**src/rtl/audio_dma_seq.sv**
```systemverilog
module audio_dma_seq #(
  parameter int ADDR_W = 32,
  parameter int SIZE_W = 7,
  parameter int BLK_LG = 7,
  parameter int NEVT   = 32
) (
  input  logic              clk,
  input  logic              rst_n,
  input  logic              reg_we,
  input  logic [1:0]        reg_sel,
  input  logic [ADDR_W-1:0] reg_wdata,
  output logic [ADDR_W-1:0] reg_rdata,
  input  logic [NEVT-1:0]   events,
  input  logic              clear,
  output logic              blk_req,
  output logic [ADDR_W-1:0] blk_src_addr,
  output logic [ADDR_W-1:0] blk_dst_addr,
  input  logic              blk_ack,
  output logic              ntf_req,
  input  logic              ntf_ack,
  output logic              done_pulse,
  output logic [2:0]        status
);
  localparam int EVT_W   = $clog2(NEVT);
  localparam int START_W = ADDR_W - BLK_LG;

  typedef enum logic [2:0] {
    S_DONE = 3'd0, S_EVENT = 3'd1, S_PEND = 3'd2, S_DMA = 3'd3,
    S_NTFY = 3'd4, S_CLR = 3'd5, S_ERR = 3'd6
  } st_t;

  st_t                st;
  logic [EVT_W-1:0]   evsel;
  logic [START_W-1:0] src_start, dst_start;
  logic [1:0]         src_tgt, dst_tgt;
  logic [SIZE_W-1:0]  size_q, cnt;

  logic busy, wr_ok, kick, fire, tgt_ok, last;
  logic unused_wbits;

  assign busy   = (st == S_EVENT) || (st == S_PEND) || (st == S_DMA) || (st == S_NTFY);
  assign wr_ok  = reg_we && !busy;
  assign kick   = wr_ok && (reg_sel == 2'd0) && reg_wdata[0];
  assign fire   = (evsel == '0) || events[evsel];
  assign tgt_ok = (src_tgt == 2'd2) && (dst_tgt == 2'd1);
  assign last   = (cnt == size_q);
  assign unused_wbits = ^reg_wdata;

  assign status       = st;
  assign blk_req      = (st == S_DMA);
  assign ntf_req      = (st == S_NTFY);
  assign blk_src_addr = {src_start + START_W'(cnt), {BLK_LG{1'b0}}};
  assign blk_dst_addr = {dst_start + START_W'(cnt), {BLK_LG{1'b0}}};

  always_comb begin
    reg_rdata = '0;
    case (reg_sel)
      2'd0: begin
        reg_rdata[26:24]       = st;
        reg_rdata[16 +: EVT_W] = evsel;
        reg_rdata[0]           = busy;
      end
      2'd1: begin
        reg_rdata[ADDR_W-1:BLK_LG] = src_start;
        reg_rdata[1:0]             = src_tgt;
      end
      2'd2: begin
        reg_rdata[ADDR_W-1:BLK_LG] = dst_start;
        reg_rdata[1:0]             = dst_tgt;
      end
      default: reg_rdata[SIZE_W-1:0] = size_q;
    endcase
  end

  always_ff @(posedge clk or negedge rst_n) begin
    if (!rst_n) begin
      st         <= S_DONE;
      evsel      <= '0;
      src_start  <= '0;
      dst_start  <= '0;
      src_tgt    <= '0;
      dst_tgt    <= '0;
      size_q     <= '0;
      cnt        <= '0;
      done_pulse <= 1'b0;
    end else begin
      done_pulse <= 1'b0;
      if (wr_ok) begin
        case (reg_sel)
          2'd0: if (reg_wdata[0]) evsel <= reg_wdata[16 +: EVT_W];
          2'd1: begin src_start <= reg_wdata[ADDR_W-1:BLK_LG]; src_tgt <= reg_wdata[1:0]; end
          2'd2: begin dst_start <= reg_wdata[ADDR_W-1:BLK_LG]; dst_tgt <= reg_wdata[1:0]; end
          default: size_q <= reg_wdata[SIZE_W-1:0];
        endcase
      end
      if (clear && busy) begin
        st         <= S_CLR;
        done_pulse <= 1'b1;
      end else begin
        case (st)
          S_EVENT: if (fire) st <= S_PEND;
          S_PEND: begin
            cnt <= '0;
            st  <= tgt_ok ? S_DMA : S_ERR;
          end
          S_DMA: if (blk_ack) begin
            if (last) st <= S_NTFY;
            else      cnt <= cnt + 1'b1;
          end
          S_NTFY: if (ntf_ack) begin
            st         <= S_DONE;
            done_pulse <= 1'b1;
          end
          default: if (kick) st <= S_EVENT;
        endcase
      end
    end
  end


  arm_on_kick_chk: assert property (@(posedge clk) disable iff (!rst_n)
    kick |=> (status == 3'd1));


  bad_target_chk: assert property (@(posedge clk) disable iff (!rst_n)
    (st == S_PEND && !tgt_ok && !clear) |=> (status == 3'd6 && !blk_req));


  addr_step_chk: assert property (@(posedge clk) disable iff (!rst_n)
    (blk_req && blk_ack && !last && !clear) |=>
      (blk_src_addr == $past(blk_src_addr) + (ADDR_W'(1) << BLK_LG)) &&
      (blk_dst_addr == $past(blk_dst_addr) + (ADDR_W'(1) << BLK_LG)));


  pulse_single_chk: assert property (@(posedge clk) disable iff (!rst_n)
    done_pulse |=> !done_pulse);


  pulse_idle_chk: assert property (@(posedge clk) disable iff (!rst_n)
    done_pulse |-> (status == 3'd0 || status == 3'd5));


  clear_cancel_chk: assert property (@(posedge clk) disable iff (!rst_n)
    (clear && busy) |=> (status == 3'd5 && done_pulse && !blk_req && !ntf_req));


  busy_hold_chk: assert property (@(posedge clk) disable iff (!rst_n)
    (busy && reg_we) |=> ($stable(src_start) && $stable(dst_start) && $stable(size_q) &&
                          $stable(src_tgt) && $stable(dst_tgt) && $stable(evsel)));
endmodule

```
**config.mk**
```make
export PLATFORM = sky130hd
export DESIGN_NAME = audio_dma_seq
export DESIGN_NICKNAME = d
export VERILOG_FILES = /design/src/rtl/audio_dma_seq.sv
export SDC_FILE = /design/constraint.sdc
export NUM_CORES = 1
export LEC_CHECK = 0
export CAP_MARGIN = 20
export CORE_ASPECT_RATIO = 1.5
export CORE_MARGIN = 3
export CORE_UTILIZATION = 51
export CTS_CLUSTER_SIZE = 16
export DETAILED_ROUTE_END_ITERATION = 10
export GPL_TIMING_DRIVEN = 0
export PLACE_DENSITY = 0.88
export SLEW_MARGIN = 20
export SYNTH_ARGS = -nofsm -noshare
export SYNTH_HDL_FRONTEND = slang
export SYNTH_SLANG_ARGS = --single-unit
export TNS_END_PERCENT = 50
```
**constraint.sdc**
```tcl
create_clock -name clk -period 4.4 [get_ports clk]
set_input_delay 0.88 -clock clk [delete_from_list [all_inputs] [get_ports clk]]
set_output_delay 0.88 -clock clk [all_outputs]
set_load 0.03 [all_outputs]
```
==> results of run 1 <==
==> state kept, by name, summed over array words and instances, names as in the netlist <==
| signal | flops |
|---|---|
| cnt | 7 |
| done_pulse | 1 |
| dst_start | 25 |
| dst_tgt | 2 |
| evsel | 5 |
| size_q | 7 |
| src_start | 25 |
| src_tgt | 2 |
| status | 3 |
==> Yosys cell counts, types with 4 or more instances <==
cell type,n,area [sq um]
xor2_1,21,183.9
buf_2,10,50.05
buf_4,16,120.1
mux2_2,66,743.2
a21oi_1,11,55.05
and2_1,5,31.28
o211ai_1,4,30.03
xnor2_1,36,315.3
a222oi_1,9,90.09
nand3_1,20,100.1
nor3_1,8,40.04
clkbuf_1,15,56.30
nor2b_1,22,137.6
nand2_1,21,78.83
nand4_1,13,81.33
mux2i_1,12,120.1
inv_1,20,75.07
and3_1,9,56.30
nor2_1,34,127.6
ha_1,20,250.2
a22oi_1,21,157.7
dfrtp_1,77,1927
o21ai_0,14,70.07
o21a_1,5,37.54
==> per-layer routing <==
| metal | vias to the layer above | global-route usage, % | wire length, um |
|---|---|---|---|
| met5 | - | 0 | 0 |
| met4 | 0 | 17.04 | 1006 |
| met3 | 76 | 4.797 | 1216 |
| met2 | 307 | 50.85 | 8944 |
| met1 | 2471 | 31.96 | 6118 |
| li1 | 2260 | - | - |
==> worst paths after layout <==
path	startpoint	end	slack, ps	cells after the start
worst max-delay path	cnt[0]$_DFFE_PN0P_	blk_dst_addr[25]	70	12
worst min-delay path	rst_n	dst_start[23]$_DFFE_PN0P_	440	1
worst max register to register	cnt[2]$_DFFE_PN0P_	status[0]$_DFFE_PN0P_	2220	7
worst min register to register	dst_start[0]$_DFFE_PN0P_	dst_start[0]$_DFFE_PN0P_	550	1
max in group asynchronous	rst_n	cnt[0]$_DFFE_PN0P_	3350	2
min in group clk	dst_start[0]$_DFFE_PN0P_	dst_start[0]$_DFFE_PN0P_	550	1
==> timing repair <==
action,in CTS,in global routing
pin swaps,1,1
buffers inserted,0,3
resized for setup,12,17
endpoints found under the setup margin,39,28
==> per-stage QoR <==
step / total power, mW / area (sq um) / instances
2_1_floorplan: 3.266 / 5449 / 548
3_3_place_gp: 4.298 / 7207 / 847
3_5_place_dp: 4.398 / 7232 / 848
4_1_cts: 5.045 / 7476 / 860
5_1_grt: 5.301 / 7521 / 863
6_report: 5.063 / 7521 / 863
==> power breakdown <==
| part | leakage [nW] | switching [mW] | internal [mW] | total [mW] |
|---|---|---|---|---|
| logic | 2.22 | 1.62 | 1.35 | 2.97 |
| clock network | 0.125 | 0.276 | 0.372 | 0.649 |
| registers | 0.932 | 0.407 | 1.04 | 1.45 |
==> logic make-up after synthesis <==
| kind of cell | synth area share [%] |
|---|---|
| DFF | 35.68 |
| other | 0.06944 |
| buffers and inverters | 5.792 |
| adders and majority gates | 5.375 |
| AOI/OAI and AO/OA | 10.47 |
| xor gates and xnor gates | 9.245 |
| and+or+nand+nor | 15.71 |
| muxes | 17.66 |
==> cells in the final DEF (no fill, tap or decap), types with 4 or more instances in the layout <==
cell type        instances
clkdlybuf4s50_1        145
dfrtp_1                 75
mux2_2                  66
xnor2_1                 36
nor2_1                  34
nor2b_1                 22
xor2_1                  21
nand2_1                 21
a22oi_1                 21
inv_1                   20
buf_4                   20
nand3_1                 20
ha_1                    18
o21ai_0                 14
conb_1                  14
nand4_1                 13
clkbuf_1                12
mux2i_1                 12
a21oi_1                 11
buf_2                   10
a222oi_1                 9
and3_1                   9
clkbuf_16                9
nor3_1                   8
dlymetal6s2s_1           7
clkbuf_2                 5
and2_1                   5
o211ai_1                 4
o21a_1                   4
==> worst max-delay path: stages (launching register included) <==
cell	delay, ps
dfrtp_2	480
ha_1	220
inv_1	60
fa_1	400
nor2b_1	130
o21ai_0	180
a21boi_2	330
o211ai_1	250
buf_4	220
buf_4	130
nor2_1	110
xor2_1	210
clkdlybuf4s15_1	400
==> layout make-up <==
type	count	area [sq um]
fill	725	2726
multi-input combinational	409	3223
tap	141	176.4
buffer	40	234.0
inverter	20	75.07
clock buffer	11	232.7
timing repair buffer	162	1635
clock inverter	3	15.01
sequential	77	1929
==> metrics.txt, run 1 <==
Slew Viols, Final 0; Final WS setup 71.00 ps; chip height 132.0 um; synthesized area 0.005400 sq mm; Worst-path clk slew 60 ps; Post-DP HPWL 12930 um; drt wl/cell 20.03 um; YS warnings 0; vias in the first global route 5301; post-synthesis async set-or-reset flop share 100.0%; 1st-pass router iterations 6; Antenna Cells 0; clock root cell clkbuf_16; HP Class in2async; Final Wtd Congestion 0.8989; Critical Path RT 3520 ps; synth unique cells 56; initial drt markers 613; antenna violations before repair 0; Final Critical Period 4329 ps; critical path type reg2out; CTS buffer count 9; Finished Core Util 73.39%; Lkg Pwr 3.275 nW; Final Hold Vio Count 0; Setup violations, final 0; Worst-Margin Slew 606.6 ps; DP Worst Slack -236.4 ps; fin nets 813; Core Area 0.01025 sq mm; CP Max Fanout 7; Hold WS 443.8 ps; Slew headroom 59.19%; number of flops mapped to enable cells by yosys 0; pin count of the biggest net entering global routing 56; CP Launch Type flop; Synth-to-Final Area Change 39.27%; status completed; via count 5114; IO Pins 174; Max Clock Freq 231.0 MHz; RSZ-0062 raised after global routing true; Arrival @ worst endpoint 3450 ps; register area share after synthesis 35.68%; Syn Inst Count 535; detailed-route vias per instance 5.926; CTS tree built; ys flop type dfrtp_1; # H-tree levels 3; Clock Skew 6.184 ps; initial core utilization 52.70%; DRC viols 0; clock latency on the worst-skew pair 340 ps; Synth Register Bits 77; GRT Overall Usage 28.67%; Routed Antenna Nets 0; power per cell area 673.1 mW/mm^2; Die Span X 90.02 um; Max-Cap Viols 0; hold_buf cts 0; final WL 17290 um; clk buf depth 2; IR drop worst, VDD 0.5326 mV; Worst Setup End Kind output pin; share of cells above drive strength 1 17.87%; fin crit share 98.39%; first-pass GRT wire length 27080 um; row cnt 45; Sink Count 77; synthesized area per cell 10.09 sq um; Post-Route Setup TNS 0 ps; PortBufs 158; die area 0.01188 sq mm; GRT overflow 0
Power figures use the tool's default switching activity.
==> inputs of run 2 (changes only) <==
CTS_CLUSTER_SIZE = 40   (was 16)
==> results of run 2 <==
The final DEF is identical to that of run 1; final timing and power are the same.
==> inputs of run 3 (changes only) <==
ABC_CLOCK_PERIOD_IN_PS = 4400   (was not set)
SLEW_MARGIN = not set   (was 20)
==> run 3 against run 2 <==
  * Fmax down 0.73%
  * Register-to-register slack about the same
  * Worst setup slack worse by 32 ps
  * Sequential share of layout area down 0.28 points
  * Cell count up 0.23%
  * Critical path depth down 6
  * Largest cell class unchanged
  * Clock power up 20%
==> metrics.txt, run 3 (synthesis gave the netlist of run 1 again) <==
Sink Count 77 (unchanged); P_int 2.874 mW (+4.2%); Routed Antenna Nets 0 (unchanged); FF-to-FF Start cnt[1]$_DFFE_PN0P_; met3 Resource Use GR 4.226% (-0.57 points); Arrival @ worst endpoint 3480 ps (+30 ps); RSZ-0062 raised after global routing true; IR drop worst, VDD 0.5083 mV (-4.5%); drt wl/cell 20.07 um (+0.18%); most common cell after layout, fill and taps aside clkdlybuf4s50_1; Core Area 0.01025 sq mm (unchanged); Antenna Cells 0 (unchanged); 1st-pass router iterations 8 (+2); Post-DP HPWL 12880 um (-0.39%); Lkg Pwr 3.337 nW (+1.9%); fill count 713 (-1.7%); Critical Path RT 3520 ps (about the same); fin crit share 99.11% (+0.72 points); IO Pins 174 (unchanged); via count 5126 (+0.23%); power per cell area 683.5 mW/mm^2 (+1.5%); initial drt markers 575 (-6.2%); hold_buf cts 0 (unchanged); share of cells above drive strength 1 17.82% (-0.049 points); Seq pwr share 28.0% (-0.6 points); initial core utilization 52.70% (unchanged); HP Class in2async; Synth-to-Final Area Change 40.62%; first-pass GRT wire length 26980 um (-0.38%); clock latency on the worst-skew pair 340 ps (about the same); die area 0.01188 sq mm (unchanged); M1 GR Usage 32.08% (+0.12 points); Max Clock Freq 229.3 MHz (-0.73%); Hold WS 342.2 ps (-101.7 ps); Setup violations, final 0 (unchanged); antenna violations before repair 0 (unchanged); CP Launch Point reg_sel[0]; Post-Route Setup TNS 0 ps (unchanged); Comb power frac 57.0% (-1.6 points); Net Sw Power 2.316 mW (+0.55%); # H-tree levels 3 (unchanged); vias in the first global route 5221 (-1.5%); CTS buffer count 9 (unchanged); Top Registers dst_start x25, src_start x25; Slew Viols, Final 0 (unchanged); CP Launch Type input pin; Non-Filler Instances 865 (+0.23%); busiest grt layer met2; row cnt 45 (unchanged); Worst Setup End Kind output pin; Final Hold Vio Count 0 (unchanged); Final Wtd Congestion 0.8989 (unchanged); RR Endpoint status[0]$_DFFE_PN0P_; Worst-Margin Slew 571.9 ps (-34.69 ps); met2 track demand over resource 49.85% (-1.0 points); Final WS setup 39.30 ps (-31.70 ps); detailed-route vias per instance 5.926 (about the same); Clock Skew 8.344 ps (+2.160 ps); chip height 132.0 um (unchanged); DP Worst Slack -233.0 ps (+3.440 ps); pin count of the biggest net entering global routing 74 (+32%); worst reg-to-reg setup slack 2230 ps (about the same); Clk pwr share 15.0% (+2.2 points); switching share of power 44.62% (-0.87 points); critical path type in2out; Max-Cap Viols 0 (unchanged); final WL 17360 um (+0.42%); CP Max Fanout 10 (+3); commonest cells after routing, fill and taps aside clkdlybuf4s50_1, dfrtp_1, mux2_2; clk buf depth 2 (unchanged); fin nets 813 (unchanged); total design power 5.190 mW (+2.5%); DRC viols 0 (unchanged); GRT Overall Usage 28.56% (-0.11 points); Worst-path clk slew 60 ps (about the same); Die Span X 90.02 um (unchanged); status completed; PortBufs 158 (unchanged); clock root cell clkbuf_16; placed cells 848 (unchanged); Slew headroom 61.87% (+2.7 points); GRT overflow 0 (unchanged); Final Critical Period 4361 ps (+31.70 ps); CTS tree built; cells on worst reg2reg path 6 (-1)
==> run 3: cell count changes in the layout (fill, tap and decap cells not counted), sizes merged <==
cell           before  now
dlygate4sd2         1    6
clkdlybuf4s50     145  142
bufinv              0    2
clkbuf             26   24
clkdlybuf4s15       2    0
dlymetal6s2s        7    9
==> run 3: cell type report <==
| cell class | instances | area, sq um | area share (%) |
|---|---|---|---|
| Multi-Input combinational cell | 409 | 3228 | 42.51 |
| Sequential cell | 77 | 1927 | 25.37 |
| Timing Repair Buffer | 162 | 1644 | 21.65 |
| Buffer | 40 | 235.2 | 3.098 |
| Clock buffer | 11 | 232.7 | 3.065 |
| Tap cell | 141 | 176.4 | 2.323 |
| Clock inverter | 5 | 75.07 | 0.9886 |
| Inverter | 20 | 75.07 | 0.9886 |
==> run 3: through the flow <==
stage / utilization [%] / area, sq um
detailed placement: 70.57 / 7232
finish: 74.10 / 7594
CTS: 73.54 / 7536
global placement: 70.33 / 7207
floorplan: - / 5449
global route: 74.10 / 7594
==> run 3: worst max-delay path by stage <==
stage                             to  slack (ps)  cells past startpoint
6_report               reg_rdata[21]          40                      6
3_3_place_gp   size_q[3]$_DFFE_PN0P_        -180                      1
2_1_floorplan       blk_dst_addr[31]         990                      9
3_5_place_dp            reg_rdata[1]        -230                      8
5_1_grt                reg_rdata[21]         -60                      6
4_1_cts             blk_src_addr[19]          20                     10
==> run 3: metal layers <==
metal | wire (um) | up-vias
met2 | 8917 | 286
met5 | 0 | -
li1 | - | 2265
met3 | 1018 | 90
met4 | 1125 | 0
met1 | 6294 | 2485
==> run 3: power by group through the flow <==
stage          Combinational, mW  Sequential [mW]  Clock [mW]
2_1_floorplan               1.92             1.35           0
6_report                    2.96             1.45       0.780
4_1_cts                     2.96             1.43       0.781
5_1_grt                     3.13             1.48       0.809
3_5_place_dp                2.95             1.44           0
3_3_place_gp                2.88             1.41           0
==> run 3: worst max-delay path, stage by stage <==
cell             delay, ps
clkdlybuf4s50_1        570
inv_1                  110
ha_1                   500
clkbuf_1               470
nor2b_1                250
clkdlybuf4s50_1        700
==> run 3: repair_timing <==
item                       CTS  global route
buffers inserted             0             3
pin swaps                    1             1
resized for setup           13            14
setup endpoints to repair   39            22
